File: config.mk
export PLATFORM = sky130hd
export DESIGN_NAME = dsp_opfetch
export DESIGN_NICKNAME = d
export VERILOG_FILES = /design/src/rtl/opf_pkg.sv /design/src/rtl/opf_req_decode.sv /design/src/rtl/opf_word_decode.sv /design/src/rtl/opf_distribute.sv /design/src/rtl/dsp_opfetch.sv
export SDC_FILE = /design/constraint.sdc
export NUM_CORES = 1
export LEC_CHECK = 0
export CORE_ASPECT_RATIO = 0.7
export CORE_MARGIN = 2
export CORE_UTILIZATION = 50
export DETAILED_ROUTE_END_ITERATION = 8
export DONT_BUFFER_PORTS = 1
export SYNTH_ARGS = -nofsm -noshare
export SYNTH_HDL_FRONTEND = slang
export SYNTH_HIERARCHICAL = 1
export SYNTH_SLANG_ARGS = --single-unit
File: constraint.sdc
create_clock -name clk -period 5.1 [get_ports clk]
set_clock_uncertainty 0.15 [all_clocks]
set_input_delay 0 -clock clk [delete_from_list [all_inputs] [get_ports clk]]
set_output_delay 0 -clock clk [all_outputs]
set_load 0.02 [all_outputs]
File: src/rtl/opf_pkg.sv
package opf_pkg;
   localparam int WORD_W = 16;
   localparam int ADDR_W = 10;
   localparam int REG_W  = 4;
   localparam int NREQ   = 5;
   localparam int SLOTS  = 3;
   localparam int CNT_W  = 3;

   // request bit positions, highest takes pool entries first
   localparam int RQ_M1 = 4;
   localparam int RQ_M2 = 3;
   localparam int RQ_A1 = 2;
   localparam int RQ_A2 = 1;
   localparam int RQ_SH = 0;

   typedef enum logic [2:0] {
      ST_IDLE, ST_PMRD, ST_DEC, ST_SLOT, ST_PTR, ST_DATA, ST_DIST
   } opf_state_e;

   typedef struct packed {
      logic              imm;
      logic              ind;
      logic              wb;
      logic [WORD_W-1:0] val;
   } opf_slot_t;
endpackage

File: src/rtl/opf_req_decode.sv
module opf_req_decode
   import opf_pkg::*;
(
   input  logic [1:0]       cnt,
   input  logic             m2sel,
   input  logic [1:0]       mux_a,
   input  logic [1:0]       mux_b,
   input  logic [3:0]       shf,
   output logic [NREQ-1:0]  req,
   output logic [CNT_W-1:0] need
);
   always_comb begin
      req         = '0;
      req[RQ_M1]  = (mux_a == 2'd3) || (mux_b == 2'd3);
      req[RQ_M2]  = req[RQ_M1] && m2sel;
      req[RQ_A1]  = (mux_a == 2'd1) || (mux_b == 2'd1);
      req[RQ_A2]  = (mux_a == 2'd2) || (mux_b == 2'd2);
      req[RQ_SH]  = (shf == 4'd8);
      if (cnt != 2'd0)
         need = CNT_W'(cnt);
      else if (|req)
         need = CNT_W'(4);
      else
         need = '0;
   end
endmodule

File: src/rtl/opf_word_decode.sv
module opf_word_decode
   import opf_pkg::*;
(
   input  logic [WORD_W-1:0]          word,
   input  logic [2:0]                 rmap,
   input  logic [ADDR_W-1:0]          rbase,
   output opf_slot_t [SLOTS-1:0]      slots,
   output logic [1:0]                 nslots
);
   function automatic logic [ADDR_W-1:0] reg_addr(input logic [REG_W-1:0] r,
                                                  input logic [2:0] m,
                                                  input logic [ADDR_W-1:0] b);
      logic [ADDR_W-1:0] a;
      logic              hi;
      case (m)
         3'd4:    hi = r[3];
         3'd5:    hi = ~r[3];
         3'd6:    hi = r[2] & r[3];
         3'd7:    hi = r[2] | r[3];
         default: hi = r[2];
      endcase
      a      = '0;
      a[2:0] = r[2:0];
      a[8]   = hi;
      a[9]   = r[3];
      return a ^ b;
   endfunction

   function automatic opf_slot_t mem_slot(input logic [ADDR_W-1:0] a,
                                          input logic ind, input logic wb);
      opf_slot_t s;
      s.imm = 1'b0;
      s.ind = ind;
      s.wb  = wb;
      s.val = WORD_W'(a);
      return s;
   endfunction

   logic [WORD_W-1:0] imm_ext;
   assign imm_ext = {{(WORD_W-13){word[12]}}, word[12:0]} << (word[13] ? 3 : 0);

   always_comb begin
      slots  = '0;
      nslots = 2'd1;
      if (!word[15]) begin
         slots[0] = mem_slot(reg_addr(word[13:10], rmap, rbase), word[14], 1'b0);
         slots[1] = mem_slot(reg_addr(word[8:5],   rmap, rbase), word[9],  1'b0);
         slots[2] = mem_slot(reg_addr(word[3:0],   rmap, rbase), word[4],  1'b1);
         nslots   = 2'd3;
      end else if (word[14]) begin
         slots[0].imm = 1'b1;
         slots[0].val = imm_ext;
      end else if (word[13]) begin
         if (word[10]) begin
            slots[0] = mem_slot(reg_addr(word[8:5], rmap, rbase), word[9], word[12]);
            slots[1] = mem_slot(reg_addr(word[3:0], rmap, rbase), word[4], word[11]);
            nslots   = 2'd2;
         end else begin
            slots[0] = mem_slot(reg_addr(word[3:0], rmap, rbase), word[4], word[11]);
         end
      end else begin
         slots[0] = mem_slot(word[ADDR_W-1:0], word[10], word[11]);
      end
   end
endmodule

File: src/rtl/opf_distribute.sv
module opf_distribute
   import opf_pkg::*;
#(
   parameter int POOL_DEPTH = 6
)(
   input  logic [POOL_DEPTH-1:0][WORD_W-1:0] pool,
   input  logic [NREQ-1:0]                   req,
   output logic [NREQ-1:0][WORD_W-1:0]       vals
);
   localparam int PTR_W = $clog2(POOL_DEPTH);

   always_comb begin
      logic [PTR_W-1:0] ptr;
      ptr = '0;
      for (int k = NREQ-1; k >= 0; k--) begin
         vals[k] = pool[ptr];
         if (req[k]) ptr = ptr + PTR_W'(1);
      end
   end
endmodule

File: src/rtl/dsp_opfetch.sv
module dsp_opfetch
   import opf_pkg::*;
#(
   parameter int POOL_DEPTH = 6
)(
   input  logic              clk,
   input  logic              rst_n,
   input  logic              start,
   input  logic [15:0]       instr,
   input  logic [9:0]        pc_in,
   input  logic [4:0]        op_mask,
   input  logic [2:0]        reg_map,
   input  logic [9:0]        reg_base,
   output logic              busy,
   output logic              pm_rd,
   output logic [9:0]        pm_addr,
   input  logic [15:0]       pm_data,
   output logic              dm_rd,
   output logic [9:0]        dm_addr,
   input  logic [15:0]       dm_data,
   output logic [15:0]       mult1,
   output logic [15:0]       mult2,
   output logic [15:0]       alu1,
   output logic [15:0]       alu2,
   output logic [15:0]       shift_op,
   output logic              wb_valid,
   output logic [9:0]        wb_addr,
   output logic [9:0]        next_pc,
   output logic              done
);
   localparam int PCNT_W = $clog2(POOL_DEPTH + 1);

   generate
      if (POOL_DEPTH < 6) begin : g_pool_too_small
         $error("POOL_DEPTH must hold a full three-register word past four operands");
      end
      if (ADDR_W != 10 || WORD_W != 16) begin : g_format_width
         $error("operand word formats fix a 16-bit word and 10-bit address");
      end
   endgenerate

   opf_state_e                      state_q;
   logic [ADDR_W-1:0]               pc_q, eff_q, base_q;
   logic [2:0]                      map_q;
   logic [NREQ-1:0]                 req_q, req_w;
   logic [CNT_W-1:0]                need_q, need_w;
   opf_slot_t [SLOTS-1:0]           slots_q, slots_w;
   logic [1:0]                      nslots_q, nslots_w, sidx_q;
   logic [PCNT_W-1:0]               pcnt_q;
   logic [POOL_DEPTH-1:0][WORD_W-1:0] pool_q;
   logic [NREQ-1:0][WORD_W-1:0]     op_q, vals_w;
   opf_slot_t                       cur;
   logic                            push_en, last_slot, filled;
   logic [WORD_W-1:0]               push_val;
   logic                            unused_bits;

   assign unused_bits = ^{instr[15], instr[7:4]};

   opf_req_decode u_req (
      .cnt   (instr[14:13]),
      .m2sel (instr[12]),
      .mux_a (instr[11:10]),
      .mux_b (instr[9:8]),
      .shf   (instr[3:0]),
      .req   (req_w),
      .need  (need_w)
   );

   opf_word_decode u_word (
      .word   (pm_data),
      .rmap   (map_q),
      .rbase  (base_q),
      .slots  (slots_w),
      .nslots (nslots_w)
   );

   opf_distribute #(.POOL_DEPTH(POOL_DEPTH)) u_dist (
      .pool (pool_q),
      .req  (req_q),
      .vals (vals_w)
   );

   assign cur       = slots_q[sidx_q];
   assign last_slot = (sidx_q == nslots_q - 2'd1);
   assign push_en   = (state_q == ST_DATA) || (state_q == ST_SLOT && cur.imm);
   assign push_val  = (state_q == ST_DATA) ? dm_data : cur.val;
   assign filled    = ({1'b0, pcnt_q} + 1'b1) >= (PCNT_W+1)'(need_q);

   assign busy    = (state_q != ST_IDLE);
   assign pm_rd   = (state_q == ST_PMRD);
   assign pm_addr = pc_q;

   always_comb begin
      dm_rd   = 1'b0;
      dm_addr = cur.val[ADDR_W-1:0];
      if (state_q == ST_SLOT && !cur.imm) begin
         dm_rd = 1'b1;
      end else if (state_q == ST_PTR) begin
         dm_rd   = 1'b1;
         dm_addr = dm_data[ADDR_W-1:0];
      end
   end

   // pool entries, each written when the fill count points at it
   for (genvar i = 0; i < POOL_DEPTH; i++) begin : g_pool
      always_ff @(posedge clk or negedge rst_n) begin
         if (!rst_n)
            pool_q[i] <= '0;
         else if (push_en && pcnt_q == PCNT_W'(i))
            pool_q[i] <= push_val;
      end
   end

   always_ff @(posedge clk or negedge rst_n) begin
      if (!rst_n) begin
         state_q  <= ST_IDLE;
         pc_q     <= '0;
         eff_q    <= '0;
         base_q   <= '0;
         map_q    <= '0;
         req_q    <= '0;
         need_q   <= '0;
         slots_q  <= '0;
         nslots_q <= '0;
         sidx_q   <= '0;
         pcnt_q   <= '0;
         op_q     <= '0;
         wb_valid <= 1'b0;
         wb_addr  <= '0;
         next_pc  <= '0;
         done     <= 1'b0;
      end else begin
         done <= 1'b0;
         if (push_en) pcnt_q <= pcnt_q + 1'b1;
         unique case (state_q)
            ST_IDLE: if (start) begin
               pc_q     <= pc_in;
               map_q    <= reg_map;
               base_q   <= reg_base;
               req_q    <= req_w & ~op_mask;
               need_q   <= need_w;
               pcnt_q   <= '0;
               wb_valid <= 1'b0;
               if (need_w == '0) begin
                  next_pc <= pc_in;
                  done    <= 1'b1;
               end else begin
                  state_q <= ST_PMRD;
               end
            end
            ST_PMRD: begin
               pc_q    <= pc_q + 1'b1;
               state_q <= ST_DEC;
            end
            ST_DEC: begin
               slots_q  <= slots_w;
               nslots_q <= nslots_w;
               sidx_q   <= '0;
               state_q  <= ST_SLOT;
            end
            ST_SLOT: begin
               eff_q <= cur.val[ADDR_W-1:0];
               if (!cur.imm)
                  state_q <= cur.ind ? ST_PTR : ST_DATA;
               else if (!last_slot) begin
                  sidx_q <= sidx_q + 1'b1;
               end else
                  state_q <= filled ? ST_DIST : ST_PMRD;
            end
            ST_PTR: begin
               eff_q   <= dm_data[ADDR_W-1:0];
               state_q <= ST_DATA;
            end
            ST_DATA: begin
               if (cur.wb) begin
                  wb_valid <= 1'b1;
                  wb_addr  <= eff_q;
               end
               if (!last_slot) begin
                  sidx_q  <= sidx_q + 1'b1;
                  state_q <= ST_SLOT;
               end else
                  state_q <= filled ? ST_DIST : ST_PMRD;
            end
            ST_DIST: begin
               for (int k = 0; k < NREQ; k++)
                  if (req_q[k]) op_q[k] <= vals_w[k];
               next_pc <= pc_q;
               done    <= 1'b1;
               state_q <= ST_IDLE;
            end
            default: state_q <= ST_IDLE;
         endcase
      end
   end

   assign mult1    = op_q[RQ_M1];
   assign mult2    = op_q[RQ_M2];
   assign alu1     = op_q[RQ_A1];
   assign alu2     = op_q[RQ_A2];
   assign shift_op = op_q[RQ_SH];
endmodule

# Word-level counts from Yosys, hierarchy flattened

Cells that the tools add are included.

$add $sub $neg: 8
Magnitude comparators: 6
Equality and inequality tests: 29
Shifts and indexed selects: 1
Mux-type cells: 80
Bitwise gates (word level): 17
Reduce and logical (&&, ||, !) cells: 37

Operator list:

| kind                  | number |
|---|---|
| $bmux 16 s3           | 4 |
| $mux 16               | 6 |
| $mux 19               | 4 |
| $pmux 10 s2           | 3 |
| $xor 10x10->10        | 6 |
| $mux 18               | 3 |
| $mux 10               | 5 |
| $mux 3                | 14 |
| $bmux 19 s2           | 1 |
| $mux 38               | 1 |
| $shl 16x32->16        | 1 |
| $eq 3x3->1 const B    | 9 |
| $mux 1                | 24 |
| $pmux 3 s6            | 1 |
| $reduce_and 2->1      | 9 |
| $mux 2                | 8 |
| $eq 3x2->1 const B    | 4 |
| $lt 3x4->1 const B    | 3 |
| $pmux 1 s4            | 3 |
| $add 10x1->10 const B | 1 |
| $ne 2x2->1 const B    | 5 |
| $reduce_bool 2->1     | 5 |
| $add 3x1->3 const B   | 3 |
| $logic_and 1x1->1     | 9 |
| other kinds (26)      | 46 |

Bits in registers: 306
Bits of input ports: 79
Output and inout bits: 125

# Longest topological paths before layout

Gate-level depths: netlist of run 1.

Depth after elaboration: 11
Mapped depth: 15

# By module

The synthesis of run 1 kept the hierarchy.

Modules (own cells, without submodules):

| module          | times used | cells each | area each (um^2) | seq. area each (um^2) |
|---|---|---|---|---|
| dsp_opfetch     | 1          | 917        | 12936.2          | 7657.3 |
| opf_distribute  | 1          | 226        | 2622.5           | 0.0 |
| opf_word_decode | 1          | 169        | 1028.5           | 0.0 |
| opf_req_decode  | 1          | 12         | 73.8             | 0.0 |

# Least setup slack after synthesis of run 1

No wires, ideal clock.

Kind: register -> register
Start point: register req_q[4]
End point: register op_q, in the netlist shift_op[4]
Arrival time: 3.572 ns
Required time: 4.825 ns
Setup slack: 1.254 ns
Stages on the path, launching flop included: 14
Path buffers: 4
Period minus slack after synthesis: 3.846 ns
Cells stage by stage: dfrtp_1 -> clkbuf_1 -> buf_1 -> inv_1 -> ha_1 -> xor2_1 -> clkbuf_1 -> ha_1 -> nand2b_1 -> mux2i_1 -> o21ai_1 -> buf_2 -> o221ai_1 -> mux2_2

RTL lines:

| element                       | RTL line           | text |
|---|---|---|
| start, declared               | dsp_opfetch.sv:45  | `logic [NREQ-1:0] req_q, req_w;` |
| start signal, assigned        | dsp_opfetch.sv:140 | `req_q <= req_w & ~op_mask;` |
| end signal, assigned by index | dsp_opfetch.sv:187 | `if (req_q[k]) op_q[k] <= vals_w[k];` |
| end, declared                 | dsp_opfetch.sv:51  | `logic [NREQ-1:0][WORD_W-1:0] op_q, vals_w;` |

==> flow_summary.toml, run 1 <==
[run_status]
status = "finished, violations left"
violations = "hold timing"

[worst_setup_path]
rr_endpoint = "shift_op[3]"
startpoint_type = "flop"
end_kind = "flop"
r2r-start = "req_q[4]"
arrival_ns = 4.01
crit_path_max_incr_delay_ns = 0.80
path_class = "flop to flop"
worstPathRequired_ns = 5.35
reg2regPathDepth = 11
cp_top_family = "adder cells"
crit_top_cell = "ha_1"
crit_chain = "inv_1 > ha_1 > and2_4 > nor2_4 > ha_1 > xnor2_1 > and3_4 > o22ai_2 > buf_4 > o221ai_1 > mux2_2"
critical_path_buf_inv_count = 2
r2r_slack_ns = 1.34
critPathSlowestCell = "ha_1"
worst-path-max-fanout = 17

[grt]
grt_pass1_wl_um = 68700
grt_overflow_total = 0
grt_max_degree = 307
first_global_vias = 11133
grt_usage_pct = 25.9
antenna_found_initial = 2

[synthesis]
synth_edf_count = 0
avgSynthCellArea_sq_um = 12.6
netlist_instances = 1324
synthArstFlopShare_pct = 100
ys_warn_count = 6
ys_seq_elements = 306
netlist_area_sq_um = 16700
synthFlopType = "dfrtp_1"
seq_area_frac_synth_pct = 46.0
synth_cell_types = 78

[clock_network]
cts-resized-gates = 0
cts.path.max_buffers = 3
clkTransAtPathRegs_ns = 0.06
insertion_delay_ns = 0.52
cts-root-buf = "clkbuf_16"
cts_buffers = 34
tritoncts = "yes"
cts.sinks = 306
hold_buffers = 125
cts_htree_levels = 2
cts_setup_buffers = 0

[die]
die_w_um = 222
coreArea_sq_um = 32600
dieHeight_um = 157
initial_core_util_pct = 51.2
rows = 55
boundaryPins = 204
die_area_sq_um = 34800

[sta]
worst_slew_pin_slew_ns = 1.24
fin_crit_ns = 3.76
maxSlewViolCount = 0
fin_crit_sh_pct = 73.8
rsz0062_at_grt = "false"
final.setup.tns_ns = 0
setup_violations = 0
slew_headroom_pct = 17.6
hold_slack_ns = -0.960
max_freq_mhz = 266
hold_viol = 306

[power]
power_leakage_nw = 8.46
power_density_nw_per_um2 = 722
ir_drop_v = 0.000361

[drt]
postRouteAntennaNets = 0
drt-vias-per-instance = 5.95
dr_total_vias = 11048
wire_per_inst_um = 23.8
drcViolationCount = 0
drt_first_pass_iters = 5
wl_um = 44200
drtIter0Drc = 752

[placed_design]
placed_cells = 1673
hpwl_um = 28300
gp_congestion = 0.833
io_buffers = 0

[finish]
stdcell_count = 1856
drive_gt1_share_pct = 33.5
areaGrowthSynthToFinish_pct = 14.5
fill_cells = 2685
most-common-layout-cells = "dfrtp_1, mux2_2, dlygate4sd3_1"
layout_commonest_cell = "dfrtp_1"
fin_nets = 1498

[run]
maxCapViolCount = 0

[hold_path]
hold_class = "input pin to async pin"
==> cell type report <==
class	count	area, sq um	share of cell area (%)
multi-input combinational	896	8300	43.5
sequential	306	7660	40.1
timing repair buffer	147	1440	7.54
clock buffer	50	1000	5.25
tap	427	534	2.80
inverter	22	82.6	0.433
clock inverter	7	66.3	0.347
antenna	1	2.50	0.0131
==> flip-flops by register name (all words and copies together) (netlist names), 2 cells and up <==
signal    count
alu1         16
alu2         16
base_q       10
eff_q        10
map_q         3
mult1        16
mult2        16
need_q        3
next_pc      10
nslots_q      2
pcnt_q        3
pm_addr      10
pool_q       96
req_q         5
shift_op     16
sidx_q        2
slots_q      57
state_q       3
wb_addr      10
==> logic make-up after synthesis <==
kind of cell | count (synthesis) | share of synthesized area, %
mux | 428 | 31.9
fa+ha+maj | 12 | 0.901
other cells | 1 | 0.0225
buf+inv | 135 | 4.66
simple gates | 256 | 8.15
flops | 306 | 46.0
compound gates | 164 | 7.09
xor+xnor | 22 | 1.29
==> report_power, final <==
| group | internal, mW | switching, mW | leakage, nW |
|---|---|---|---|
| Sequential | 3.50 | 1.40 | 3.86 |
| Clock | 1.41 | 0.987 | 0.526 |
| Combinational | 3.33 | 3.14 | 4.07 |
| Total | 8.24 | 5.53 | 8.46 |
==> metal layers <==
layer  share of wire [%]  GRT usage, %
met5               0.029             0
met4                 1.8          6.15
met3                 5.9          5.07
met2                  43          38.8
met1                  49          38.6
==> synth_stat cells (7+ instances only) <==
cell	instances	area, sq um
a21oi_1	34	170
and2_1	8	50.1
and3_1	7	43.8
buf_2	19	95.1
buf_4	37	278
buf_6	12	135
clkbuf_1	39	146
dfrtp_1	306	7660
ha_1	12	150
inv_1	22	82.6
mux2_2	264	2970
mux2_4	60	901
mux2i_1	70	701
mux4_2	32	721
nand2_1	109	409
nand2b_1	11	68.8
nand3_1	14	70.1
nand3_2	10	100
nand3b_1	8	60.1
nor2_1	44	165
nor2b_1	7	43.8
nor3_1	7	35.0
o21a_1	19	143
o21ai_0	38	190
o221ai_1	9	78.8
o221ai_2	10	150
o22ai_1	11	68.8
xnor2_1	15	131
==> through the flow <==
stage	hold WS (ns)	instance area, sq um	util, %	setup slack (ns)	power (mW)
5_1_grt	-0.986	19100	58.6	1.15	14.6
2_1_floorplan	-0.446	16700	-	1.25	9.62
4_1_cts	-0.992	19100	58.6	1.37	13.8
6_report	-0.960	19100	58.6	1.34	13.8
3_3_place_gp	-0.440	16800	51.5	1.47	11.0
3_5_place_dp	-0.439	16800	51.5	1.38	11.1
==> worst max-delay path by stage <==
stage	from	endpoint	slack [ns]	depth (start not counted)
floorplan	req_q[4]	shift_op[4]	1.25	13
global placement	req_q[4]	shift_op[3]	1.47	11
detailed placement	req_q[4]	shift_op[3]	1.38	11
CTS	req_q[4]	shift_op[3]	1.37	11
global route	req_q[4]	shift_op[3]	1.15	11
finish	req_q[4]	shift_op[3]	1.34	11
Power figures use the tool's default switching activity.
==> run 2, diff against run 1 <==
- ABC_AREA: unset -> 1
- PLACE_DENSITY: unset -> 0.68
- clock period: 5.1 -> 3.4 ns (I/O delays scaled with it)
==> flow_summary.toml, run 2 <==
[grt]
first_global_vias = 14440
grt_overflow_total = 0
grt_usage_pct = 28.7
antenna_found_initial = 2
grt_pass1_wl_um = 81700
grt_max_degree = 307

[finish]
fin_nets = 2265
drive_gt1_share_pct = 9.79
layout_commonest_cell = "nand2_1"
top_register = "pool_q"
areaGrowthSynthToFinish_pct = 12.1
reg_top3 = "pool_q (96), slots_q (57)"
largest_reg_flops = 96
most-common-layout-cells = "nand2_1, dfrtp_1, inv_1"
stdcell_count = 2662

[die]
rows = 56
dieHeight_um = 159
die_w_um = 226
initial_core_util_pct = 51.0
boundaryPins = 204
coreArea_sq_um = 33700
die_area_sq_um = 35900

[synthesis]
ys_seq_elements = 306
synth_top_area_share_pct = 44.6
synthFlopType = "dfrtp_1"
synth_top_area_cell = "dfrtp_1"
synthTopCellsByCount = "nand2_1, dfrtp_1, inv_1"
ys_warn_count = 6
synth_edf_count = 0
synthArstFlopShare_pct = 100
yosysMostFrequentCell = "nand2_1"
synth.area.top_cells = "dfrtp_1, nand2_1, o21ai_0, mux2_2, inv_1"
synth_cell_types = 45
seq_area_frac_synth_pct = 44.6
netlist_area_sq_um = 17200
netlist_instances = 2137
avgSynthCellArea_sq_um = 8.04

[drt]
drt-vias-per-instance = 5.66
drtIter0Drc = 1669
postRouteAntennaNets = 0
drcViolationCount = 0
drt_first_pass_iters = 5
dr_total_vias = 15072
wire_per_inst_um = 19.3
wl_um = 51400

[sta]
slew_headroom_pct = 17.7
rsz0062_at_grt = "false"
hold_viol = 306
max_freq_mhz = 313
fin_crit_ns = 3.20
final.setup.tns_ns = 0
maxSlewViolCount = 0
fin_crit_sh_pct = 94.0
worst_slew_pin_slew_ns = 1.23
setup_violations = 0
hold_slack_ns = -1.01

[hold_path]
hold_class = "input pin to async pin"

[run_status]
status = "finished, violations left"
violations = "hold timing"

[power]
power_leakage_nw = 9.54
power_density_nw_per_um2 = 1080
ir_drop_v = 0.000837

[clock_network]
cts_setup_buffers = 0
hold_buffers = 105
insertion_delay_ns = 0.58
cts.sinks = 306
cts.path.max_buffers = 3
cts_htree_levels = 1
clkTransAtPathRegs_ns = 0.06
tritoncts = "yes"
cts_buffers = 31
cts-root-buf = "clkbuf_16"

[worst_setup_path]
worst-path-max-fanout = 18
path_class = "flop to flop"
worstPathRequired_ns = 3.76
startpoint_type = "flop"
end_kind = "flop"
arrival_ns = 3.56

[placed_design]
gp_congestion = 0.912
io_buffers = 0
placed_cells = 2500
hpwl_um = 35000

[run]
maxCapViolCount = 0
## run 2: cell types whose count changed in the layout (fill, tap and decap cells not counted), moves of 32 or more
| cell | delta |
|---|---|
| mux2_2 | -196 |
| o21ai_0 | +141 |
| inv_1 | +160 |
| a21oi_1 | +59 |
| mux2_1 | +49 |
| mux2_4 | -60 |
| nand2_1 | +519 |
| nand3_1 | +116 |
| o21ai_1 | +67 |
| mux4_2 | -32 |
| mux2i_1 | -70 |
| nor2_1 | +44 |
## run 2: final cells by class
cell class / instances / area (sq um)
Inverter: 200 / 756
Fill cell: 3049 / 14400
Tap cell: 464 / 581
Multi-Input combinational cell: 1498 / 7960
Clock buffer: 46 / 892
Clock inverter: 10 / 106
Sequential cell: 306 / 7660
Antenna cell: 1 / 2.50
Timing Repair Buffer: 137 / 1300
## run 2: power by group
part	switching, mW	internal (mW)
clock	1.47	1.96
sequential	2.03	5.25
combinational	6.83	3.28
total	10.3	10.5
## run 2: layer usage
layer	global-route usage, %	wire length, um
met1	43.0	23300
met2	41.7	21700
met3	6.20	4970
met4	8.13	1390
met5	0	0
## run 2: through the flow
step | utilization [%] | hold slack, ns | cell area [sq um] | worst slack, ns | total power, mW
finish | 57.1 | -1.01 | 19300 | 0.203 | 20.8
CTS | 57.1 | -1.05 | 19200 | 0.0978 | 20.7
global placement | 51.0 | -0.427 | 17200 | 0.522 | 16.7
detailed placement | 51.0 | -0.439 | 17200 | 0.461 | 17.1
global route | 57.1 | -1.04 | 19300 | 0.0327 | 22.4
floorplan | - | -0.446 | 17200 | 0.116 | 14.2
## run 2: critical path, cell delays in order, from the launching register on
cell	delay, ns
dfrtp_1	0.61
nor2_1	0.22
nand2_1	0.29
nor2_4	0.38
buf_4	0.23
nand2_1	0.06
dlygate4sd3_1	0.54
o21ai_0	0.08
dlygate4sd3_1	0.57
## run 2: worst paths after layout
kind	depth (start not counted)	slack (ns)	end	from
max	8	0.20	need_q[1]	state_q[0]
min	0	-1.01	base_q[7]	rst_n
max reg2reg	8	0.20	need_q[1]	state_q[0]
min reg2reg	2	0.32	base_q[5]	base_q[5]
max in group asynchronous	0	3.58	pool_q[29]	rst_n
min in group clk	3	0.04	next_pc[5]	pc_in[5]
## run 2: cell families (layout without fill, tap and decap cells)
kind of cell | after synthesis | count (layout) | share of synthesized area (%)
AO/OA/AOI/OAI | 417 | 417 | 13.3
other | 1 | 15 | 0.0218
flip-flops | 306 | 306 | 44.6
adder cells (fa/ha/maj) | 12 | 12 | 0.874
buffers and inverters | 346 | 393 | 9.45
XOR/XNOR | 15 | 15 | 0.874
multiplexers | 118 | 118 | 7.73
AND/OR/NAND/NOR | 922 | 922 | 23.1
## run 2: repair_timing
| action | CTS | global route |
|---|---|---|
| gates resized for setup | 0 | 1 |
| setup endpoints to repair | 0 | 2 |
| hold endpoints to repair | 501 | 306 |
